[config.mk]
export PLATFORM = sky130hd
export DESIGN_NAME = lcdio_pinmux
export DESIGN_NICKNAME = d
export VERILOG_FILES = /design/src/rtl/lcdio_pkg.sv /design/src/rtl/lcdio_sync.sv /design/src/rtl/lcdio_regs.sv /design/src/rtl/lcdio_route.sv /design/src/rtl/lcdio_pinmux.sv
export SDC_FILE = /design/constraint.sdc
export NUM_CORES = 1
export LEC_CHECK = 0
export CORE_MARGIN = 2
export CORE_UTILIZATION = 63
export CTS_CLUSTER_DIAMETER = 80
export DETAILED_ROUTE_END_ITERATION = 12
export GPL_TIMING_DRIVEN = 0
export PLACE_DENSITY = 0.92
export REMOVE_ABC_BUFFERS = 1
export SLEW_MARGIN = 20
export SYNTH_ARGS = -nofsm -noshare
export SYNTH_HDL_FRONTEND = slang
export SYNTH_SLANG_ARGS = --single-unit
[constraint.sdc]
create_clock -name clk -period 3.9 [get_ports clk]
set_clock_uncertainty 0.1 [all_clocks]
set_input_delay 0.39 -clock clk [delete_from_list [all_inputs] [get_ports clk]]
set_output_delay 0.39 -clock clk [all_outputs]
set_load 0.05 [all_outputs]
[src/rtl/lcdio_pkg.sv]
package lcdio_pkg;
    localparam int ADDR_W = 8;
    localparam int DATA_W = 8;
    localparam int SEL_W  = 3;

    localparam logic [ADDR_W-1:0] FSEL_BASE = 8'h00;
    localparam logic [ADDR_W-1:0] SEG_BASE  = 8'h10;
    localparam logic [ADDR_W-1:0] SEL_BASE  = 8'h40;
    localparam logic [ADDR_W-1:0] DDIR_BASE = 8'h80;
    localparam logic [ADDR_W-1:0] DDAT_BASE = 8'h90;

    localparam int SEG_DIR_BIT = 3;
    localparam int SEG_DAT_BIT = 0;
    localparam int DED_DIR_BIT = 7;
    localparam int DED_DAT_BIT = 4;

    typedef enum logic [SEL_W-1:0] {
        RS_NONE    = 3'd0,
        RS_RSVD    = 3'd1,
        RS_CLK0    = 3'd2,
        RS_CLK1    = 3'd3,
        RS_HI_RISE = 3'd4,
        RS_LO_RISE = 3'd5,
        RS_HI_FALL = 3'd6,
        RS_LO_FALL = 3'd7
    } rsel_e;
endpackage

[src/rtl/lcdio_sync.sv]
module lcdio_sync #(
    parameter int W = 10
) (
    input  logic         clk,
    input  logic         rst_n,
    input  logic [W-1:0] d_i,
    output logic [W-1:0] q_o
);
    logic [W-1:0] stage1_q;
    logic [W-1:0] stage2_q;

    always_ff @(posedge clk or negedge rst_n) begin
        if (!rst_n) begin
            stage1_q <= '0;
            stage2_q <= '0;
        end else begin
            stage1_q <= d_i;
            stage2_q <= stage1_q;
        end
    end

    assign q_o = stage2_q;

    // second stage follows first stage one cycle later
    assert_sync_chain_R6: assert property (@(posedge clk) disable iff (!rst_n)
        stage2_q == $past(stage1_q));
endmodule

[src/rtl/lcdio_regs.sv]
module lcdio_regs
    import lcdio_pkg::*;
#(
    parameter int NSEG = 8,
    parameter int NDED = 2,
    localparam int NP  = NSEG + NDED,
    localparam int NFB = (NSEG + 7) / 8
) (
    input  logic                       clk,
    input  logic                       rst_n,
    input  logic                       wr_en,
    input  logic [ADDR_W-1:0]          addr,
    input  logic [DATA_W-1:0]          wdata,
    input  logic [NP-1:0]              sync_i,
    output logic [DATA_W-1:0]          rdata,
    output logic [NSEG-1:0]            fsel_o,
    output logic [NP-1:0]              dir_o,
    output logic [NP-1:0]              dat_o,
    output logic [NP-1:0][SEL_W-1:0]   sel_o
);
    logic [NFB*8-1:0]          fsel_q;
    logic [DATA_W-1:0]         seg_q  [NSEG];
    logic [NP-1:0][SEL_W-1:0]  sel_q;
    logic [DATA_W-1:0]         ddir_q [NDED];
    logic [DATA_W-1:0]         ddat_q [NDED];

    always_ff @(posedge clk or negedge rst_n) begin
        if (!rst_n) begin
            fsel_q <= '0;
            sel_q  <= '0;
            for (int i = 0; i < NSEG; i++) seg_q[i] <= '0;
            for (int d = 0; d < NDED; d++) begin
                ddir_q[d] <= '0;
                ddat_q[d] <= '0;
            end
        end else if (wr_en) begin
            for (int k = 0; k < NFB; k++)
                if (addr == FSEL_BASE + 8'(k)) fsel_q[k*8 +: 8] <= wdata;
            for (int i = 0; i < NSEG; i++)
                if (addr == SEG_BASE + 8'(i)) seg_q[i] <= wdata;
            for (int p = 0; p < NP; p++)
                if (addr == SEL_BASE + 8'(p)) sel_q[p] <= wdata[SEL_W-1:0];
            for (int d = 0; d < NDED; d++) begin
                if (addr == DDIR_BASE + 8'(d)) ddir_q[d] <= wdata;
                if (addr == DDAT_BASE + 8'(d)) ddat_q[d] <= wdata;
            end
        end
    end

    // Read-back: full stored bytes, data bit of input pins replaced by pad level
    always_comb begin
        rdata = '0;
        for (int k = 0; k < NFB; k++)
            if (addr == FSEL_BASE + 8'(k)) rdata = fsel_q[k*8 +: 8];
        for (int i = 0; i < NSEG; i++) begin
            if (addr == SEG_BASE + 8'(i)) begin
                rdata = seg_q[i];
                if (!fsel_q[i] && !seg_q[i][SEG_DIR_BIT])
                    rdata[SEG_DAT_BIT] = sync_i[i];
            end
        end
        for (int p = 0; p < NP; p++)
            if (addr == SEL_BASE + 8'(p)) rdata = {{(DATA_W-SEL_W){1'b0}}, sel_q[p]};
        for (int d = 0; d < NDED; d++) begin
            if (addr == DDIR_BASE + 8'(d)) rdata = ddir_q[d];
            if (addr == DDAT_BASE + 8'(d)) begin
                rdata = ddat_q[d];
                if (!ddir_q[d][DED_DIR_BIT])
                    rdata[DED_DAT_BIT] = sync_i[NSEG+d];
            end
        end
    end

    assign fsel_o = fsel_q[NSEG-1:0];
    assign sel_o  = sel_q;

    for (genvar i = 0; i < NSEG; i++) begin : g_seg
        assign dir_o[i] = seg_q[i][SEG_DIR_BIT];
        assign dat_o[i] = seg_q[i][SEG_DAT_BIT];

        // a written control byte is held intact for read-modify-write
        assert_seg_store_R5: assert property (@(posedge clk) disable iff (!rst_n)
            $past(wr_en && addr == SEG_BASE + 8'(i)) |-> seg_q[i] == $past(wdata));
    end

    for (genvar d = 0; d < NDED; d++) begin : g_ded
        assign dir_o[NSEG+d] = ddir_q[d][DED_DIR_BIT];
        assign dat_o[NSEG+d] = ddat_q[d][DED_DAT_BIT];
    end
endmodule

[src/rtl/lcdio_route.sv]
module lcdio_route
    import lcdio_pkg::*;
#(
    parameter int NP = 10
) (
    input  logic                      clk,
    input  logic                      rst_n,
    input  logic [NP-1:0]             sync_i,
    input  logic [NP-1:0]             en_i,
    input  logic [NP-1:0][SEL_W-1:0]  sel_i,
    output logic                      t0_o,
    output logic                      t1_o,
    output logic                      int0_o,
    output logic                      int1_o
);
    logic [NP-1:0] prev_q;
    logic [NP-1:0] rise_w;
    logic [NP-1:0] fall_w;

    always_ff @(posedge clk or negedge rst_n) begin
        if (!rst_n) prev_q <= '0;
        else        prev_q <= sync_i;
    end

    assign rise_w = sync_i & ~prev_q;
    assign fall_w = ~sync_i & prev_q;

    always_comb begin
        t0_o   = 1'b0;
        t1_o   = 1'b0;
        int0_o = 1'b0;
        int1_o = 1'b0;
        for (int k = 0; k < NP; k++) begin
            if (en_i[k]) begin
                case (rsel_e'(sel_i[k]))
                    RS_CLK0:    t0_o   = t0_o   | sync_i[k];
                    RS_CLK1:    t1_o   = t1_o   | sync_i[k];
                    RS_HI_RISE: int0_o = int0_o | rise_w[k];
                    RS_LO_RISE: int1_o = int1_o | rise_w[k];
                    RS_HI_FALL: int0_o = int0_o | fall_w[k];
                    RS_LO_FALL: int1_o = int1_o | fall_w[k];
                    default:    ;
                endcase
            end
        end
    end

    for (genvar k = 0; k < NP; k++) begin : g_chk
        // a qualified rising edge on a high-priority pin raises int0
        assert_int0_rise_R9: assert property (@(posedge clk) disable iff (!rst_n)
            (en_i[k] && sel_i[k] == RS_HI_RISE && $rose(sync_i[k])) |-> int0_o);
        // a qualified falling edge on a low-priority pin raises int1
        assert_int1_fall_R9: assert property (@(posedge clk) disable iff (!rst_n)
            (en_i[k] && sel_i[k] == RS_LO_FALL && $fell(sync_i[k])) |-> int1_o);
    end
endmodule

[src/rtl/lcdio_pinmux.sv]
module lcdio_pinmux
    import lcdio_pkg::*;
#(
    parameter int NSEG = 8,
    parameter int NDED = 2,
    localparam int NP  = NSEG + NDED
) (
    input  logic              clk,
    input  logic              rst_n,
    input  logic              wr_en,
    input  logic [7:0]        addr,
    input  logic [7:0]        wdata,
    output logic [7:0]        rdata,
    input  logic [NP-1:0]     pad_in,
    output logic [NP-1:0]     pad_oe,
    output logic [NP-1:0]     pad_out,
    output logic [NSEG-1:0]   lcd_en,
    output logic              t0_clk,
    output logic              t1_clk,
    output logic              int0,
    output logic              int1
);
    logic [NP-1:0]            sync_w;
    logic [NSEG-1:0]          fsel_w;
    logic [NP-1:0]            dir_w;
    logic [NP-1:0]            dat_w;
    logic [NP-1:0][SEL_W-1:0] sel_w;
    logic [NP-1:0]            gpio_w;

    lcdio_sync #(.W(NP)) u_sync (
        .clk   (clk),
        .rst_n (rst_n),
        .d_i   (pad_in),
        .q_o   (sync_w)
    );

    lcdio_regs #(.NSEG(NSEG), .NDED(NDED)) u_regs (
        .clk    (clk),
        .rst_n  (rst_n),
        .wr_en  (wr_en),
        .addr   (addr),
        .wdata  (wdata),
        .sync_i (sync_w),
        .rdata  (rdata),
        .fsel_o (fsel_w),
        .dir_o  (dir_w),
        .dat_o  (dat_w),
        .sel_o  (sel_w)
    );

    for (genvar i = 0; i < NP; i++) begin : g_mode
        if (i < NSEG) begin : g_shared
            assign gpio_w[i] = ~fsel_w[i];
        end else begin : g_dedicated
            assign gpio_w[i] = 1'b1;
        end
    end

    assign lcd_en  = fsel_w;
    assign pad_oe  = gpio_w & dir_w;
    assign pad_out = gpio_w & dat_w;

    lcdio_route #(.NP(NP)) u_route (
        .clk    (clk),
        .rst_n  (rst_n),
        .sync_i (sync_w),
        .en_i   (gpio_w),
        .sel_i  (sel_w),
        .t0_o   (t0_clk),
        .t1_o   (t1_clk),
        .int0_o (int0),
        .int1_o (int1)
    );

    // first cycle out of reset leaves every pad undriven
    assert_reset_inputs_R1: assert property (@(posedge clk) disable iff (!rst_n)
        $past(!rst_n) |-> (pad_oe == '0 && lcd_en == '0));
    // a pin handed to the LCD never has its GPIO driver on
    assert_lcd_no_drive_R2: assert property (@(posedge clk) disable iff (!rst_n)
        (lcd_en & pad_oe[NSEG-1:0]) == '0);
endmodule

==> results.cfg <==
[yosys]
synth_cell_types = 71
postSynthCellCount = 730
synth_seq_area_share = 0.490
yosys_register_bits = 164
yosys_warnings = 0
synth_edf_count = 0
syn_area_um2 = 8370
synth_flop_cell = dfrtp_1
ys_async_sr_fraction = 1.00
avgSynthCellArea_um2 = 11.5

[power]
power_frac_seq = 0.480
p_leak_nw = 4.39
report.power.total_mw = 3.90
switching_power_mw = 1.02
p_sw_frac = 0.263
combPwrFrac = 0.110
internal_power_mw = 2.87
ir_drop_uv = 328
power_density_nw_per_um2 = 401
p_clk_frac = 0.410

[outcome]
outcome = finished clean

[min_path]
holdPathStages = 0
holdPathEnd = u_sync.q_o[3]$_DFF_PN0_
hold_class = reg2reg
worstHoldStart = u_sync.stage1_q[3]$_DFF_PN0_

[sta]
setup_viol = 0
min_period_over_period = 0.993
tightest_slew_ns = 1.07
min_period_ns = 3.87
drv_slew = 0
relSlewSlack = 0.285
fmax_mhz = 258
finalHoldViolations = 0
rsz0062_at_grt = false
hold_ws_ns = 0.246

[final_layout]
final_common_cell = dfrtp_1
stdcell_count = 970
diodes = 0
nets = 812
layout_common_cells = dfrtp_1, mux2_2, clkdlybuf4s50_1
syn_to_final_growth_pct = 16.0
final_layout_size_suffix_gt1_frac = 0.271

[clock_tree]
htree_num_levels = 4
cts_tree = built
clock_sinks = 164
cts.path.max_buffers = 2
clkLatencyLatePin_ns = 0.43
clk_pin_slew_ns = 0.06
numCtsBuffers = 17
cts-root-buf = clkbuf_16

[critical_path]
crit-reg2reg-capture = u_regs.fsel_o[7]$_DFFE_PN0P_
critPathRequiredTime_ns = 3.41
worstPathArrival_ns = 3.38
crit_fanout = 13
start_kind = input pin
end_kind = primary output
reg2reg_depth = 1
r2r-start = u_regs.fsel_o[7]$_DFFE_PN0P_
r2r_setup_slack_ns = 2.77
path_class = in2out

[global_route]
track_usage = 0.358
grt_max_degree = 93
grt_pass1_wl_um = 38500
grt.overflow.total = 0
grt_pass1_vias = 6725
antenna_found_initial = 0

[route]
wl_um = 24700
num_vias = 6788
drc = 0
antenna_left = 0
first_pass_iters = 7
wl_per_cell_um = 25.5
avgViaCountPerCell = 7.00
drt_iter0_markers = 1000

[floorplan]
coreArea_um2 = 13100
io_pins = 69
num_rows = 42
die_w_um = 119
dieHeight_um = 119
initial_utilization = 0.640
die-area_um2 = 14200

[placement]
globalplace.congestion = 0.960
port_buffers = 68
dp_hpwl_um = 16500
dp.cells = 934

[run]
drv_cap = 0
==> critical path, stage by stage <==
cell and delay, ns:
clkdlybuf4s50_1 0.63, or4b_4 0.76, nor3_4 0.32, buf_4 0.21
a221o_1 0.15, a211oi_1 0.06, o22ai_1 0.30, a21o_1 0.18
clkdlybuf4s15_2 0.37
==> registers in the layout, indices dropped and copies added (netlist names), 14 cells and up <==
name / count
u_regs.ddir_q: 14
u_regs.seg_q: 48
u_regs.sel_o: 30
u_regs.ddat_q: 14
==> through the flow <==
| step | utilization | setup TNS, ns | instance area [um^2] | setup WS, ns |
|---|---|---|---|---|
| 6_report | 0.742 | 0 | 9710 | 0.0265 |
| 5_1_grt | 0.742 | 0 | 9710 | 0.00664 |
| 4_1_cts | 0.740 | 0 | 9690 | 0.00764 |
| 3_5_place_dp | 0.694 | -4.58 | 9090 | -0.676 |
| 3_3_place_gp | 0.691 | -660.44 | 9040 | -3.91 |
| 2_1_floorplan | - | 0 | 8140 | 0.516 |
==> worst max path at each step <==
stage	start	end	slack [ns]	depth (start not counted)
final	addr[7]	rdata[4]	0.03	9
after detailed placement	addr[4]	rdata[1]	-0.68	8
after CTS	addr[7]	rdata[1]	0.008	8
after floorplan	addr[6]	rdata[7]	0.52	5
after global routing	addr[7]	rdata[4]	0.007	9
after global placement	rst_n	u_regs.dat_o[9]$_DFFE_PN0P_	-3.91	1
==> cell usage after synthesis (11+ instances only) <==
cell type	n	area, um^2
nand3_1	11	55.1
nand2_1	45	169
clkbuf_1	18	67.6
mux2i_1	15	150
inv_1	13	48.8
mux2_2	141	1590
buf_2	13	65.1
o21ai_0	20	100
a21oi_1	23	115
nor2b_1	20	125
o22ai_1	14	87.6
nor2_1	45	169
dfrtp_1	164	4100
nor3_1	16	80.1
==> layout make-up <==
type | count | area [um^2]
Sequential cell | 164 | 4100
Multi-Input combinational cell | 511 | 4040
Fill cell | 826 | 3370
Timing Repair Buffer | 76 | 751
Clock buffer | 23 | 478
Tap cell | 176 | 220
Clock inverter | 7 | 75.1
Inverter | 13 | 48.8
==> repair_timing <==
| item | in CTS | in global routing |
|---|---|---|
| endpoints found under the setup margin | 8 | 2 |
| resized for setup | 20 | 8 |
| hold buffers | 1 | 0 |
| buffers inserted | 2 | 3 |
| pin swaps | 2 | 1 |
| endpoints found under the hold margin | 72 | 0 |
==> metal layers <==
| layer | part of all wire | wire, um | global-route usage | vias up |
|---|---|---|---|---|
| met4 | 0.038 | 939 | 0.137 | 0 |
| met1 | 0.40 | 9850 | 0.492 | 3337 |
| met2 | 0.47 | 11600 | 0.570 | 530 |
| met3 | 0.096 | 2370 | 0.0647 | 94 |
| met5 | 0 | 0 | 0 | - |
| li1 | - | - | - | 2827 |
==> logic make-up (layout without fill, tap and decap cells) <==
group | after synthesis | count (layout) | synth area share
DFF | 164 | 164 | 0.490
AOI/OAI and AO/OA | 137 | 137 | 0.116
muxes | 156 | 156 | 0.208
buffers and inverters | 55 | 119 | 0.0330
and+or+nand+nor | 218 | 218 | 0.153
==> power by group through the flow <==
stage / clock [mW] / sequential (mW) / combinational, mW
6_report: 1.60 / 1.87 / 0.427
2_1_floorplan: 0 / 1.88 / 0.202
3_3_place_gp: 0 / 1.89 / 0.397
5_1_grt: 1.67 / 1.88 / 0.451
4_1_cts: 1.60 / 1.87 / 0.421
3_5_place_dp: 0 / 1.90 / 0.413
(Power assumes the default switching activity.)
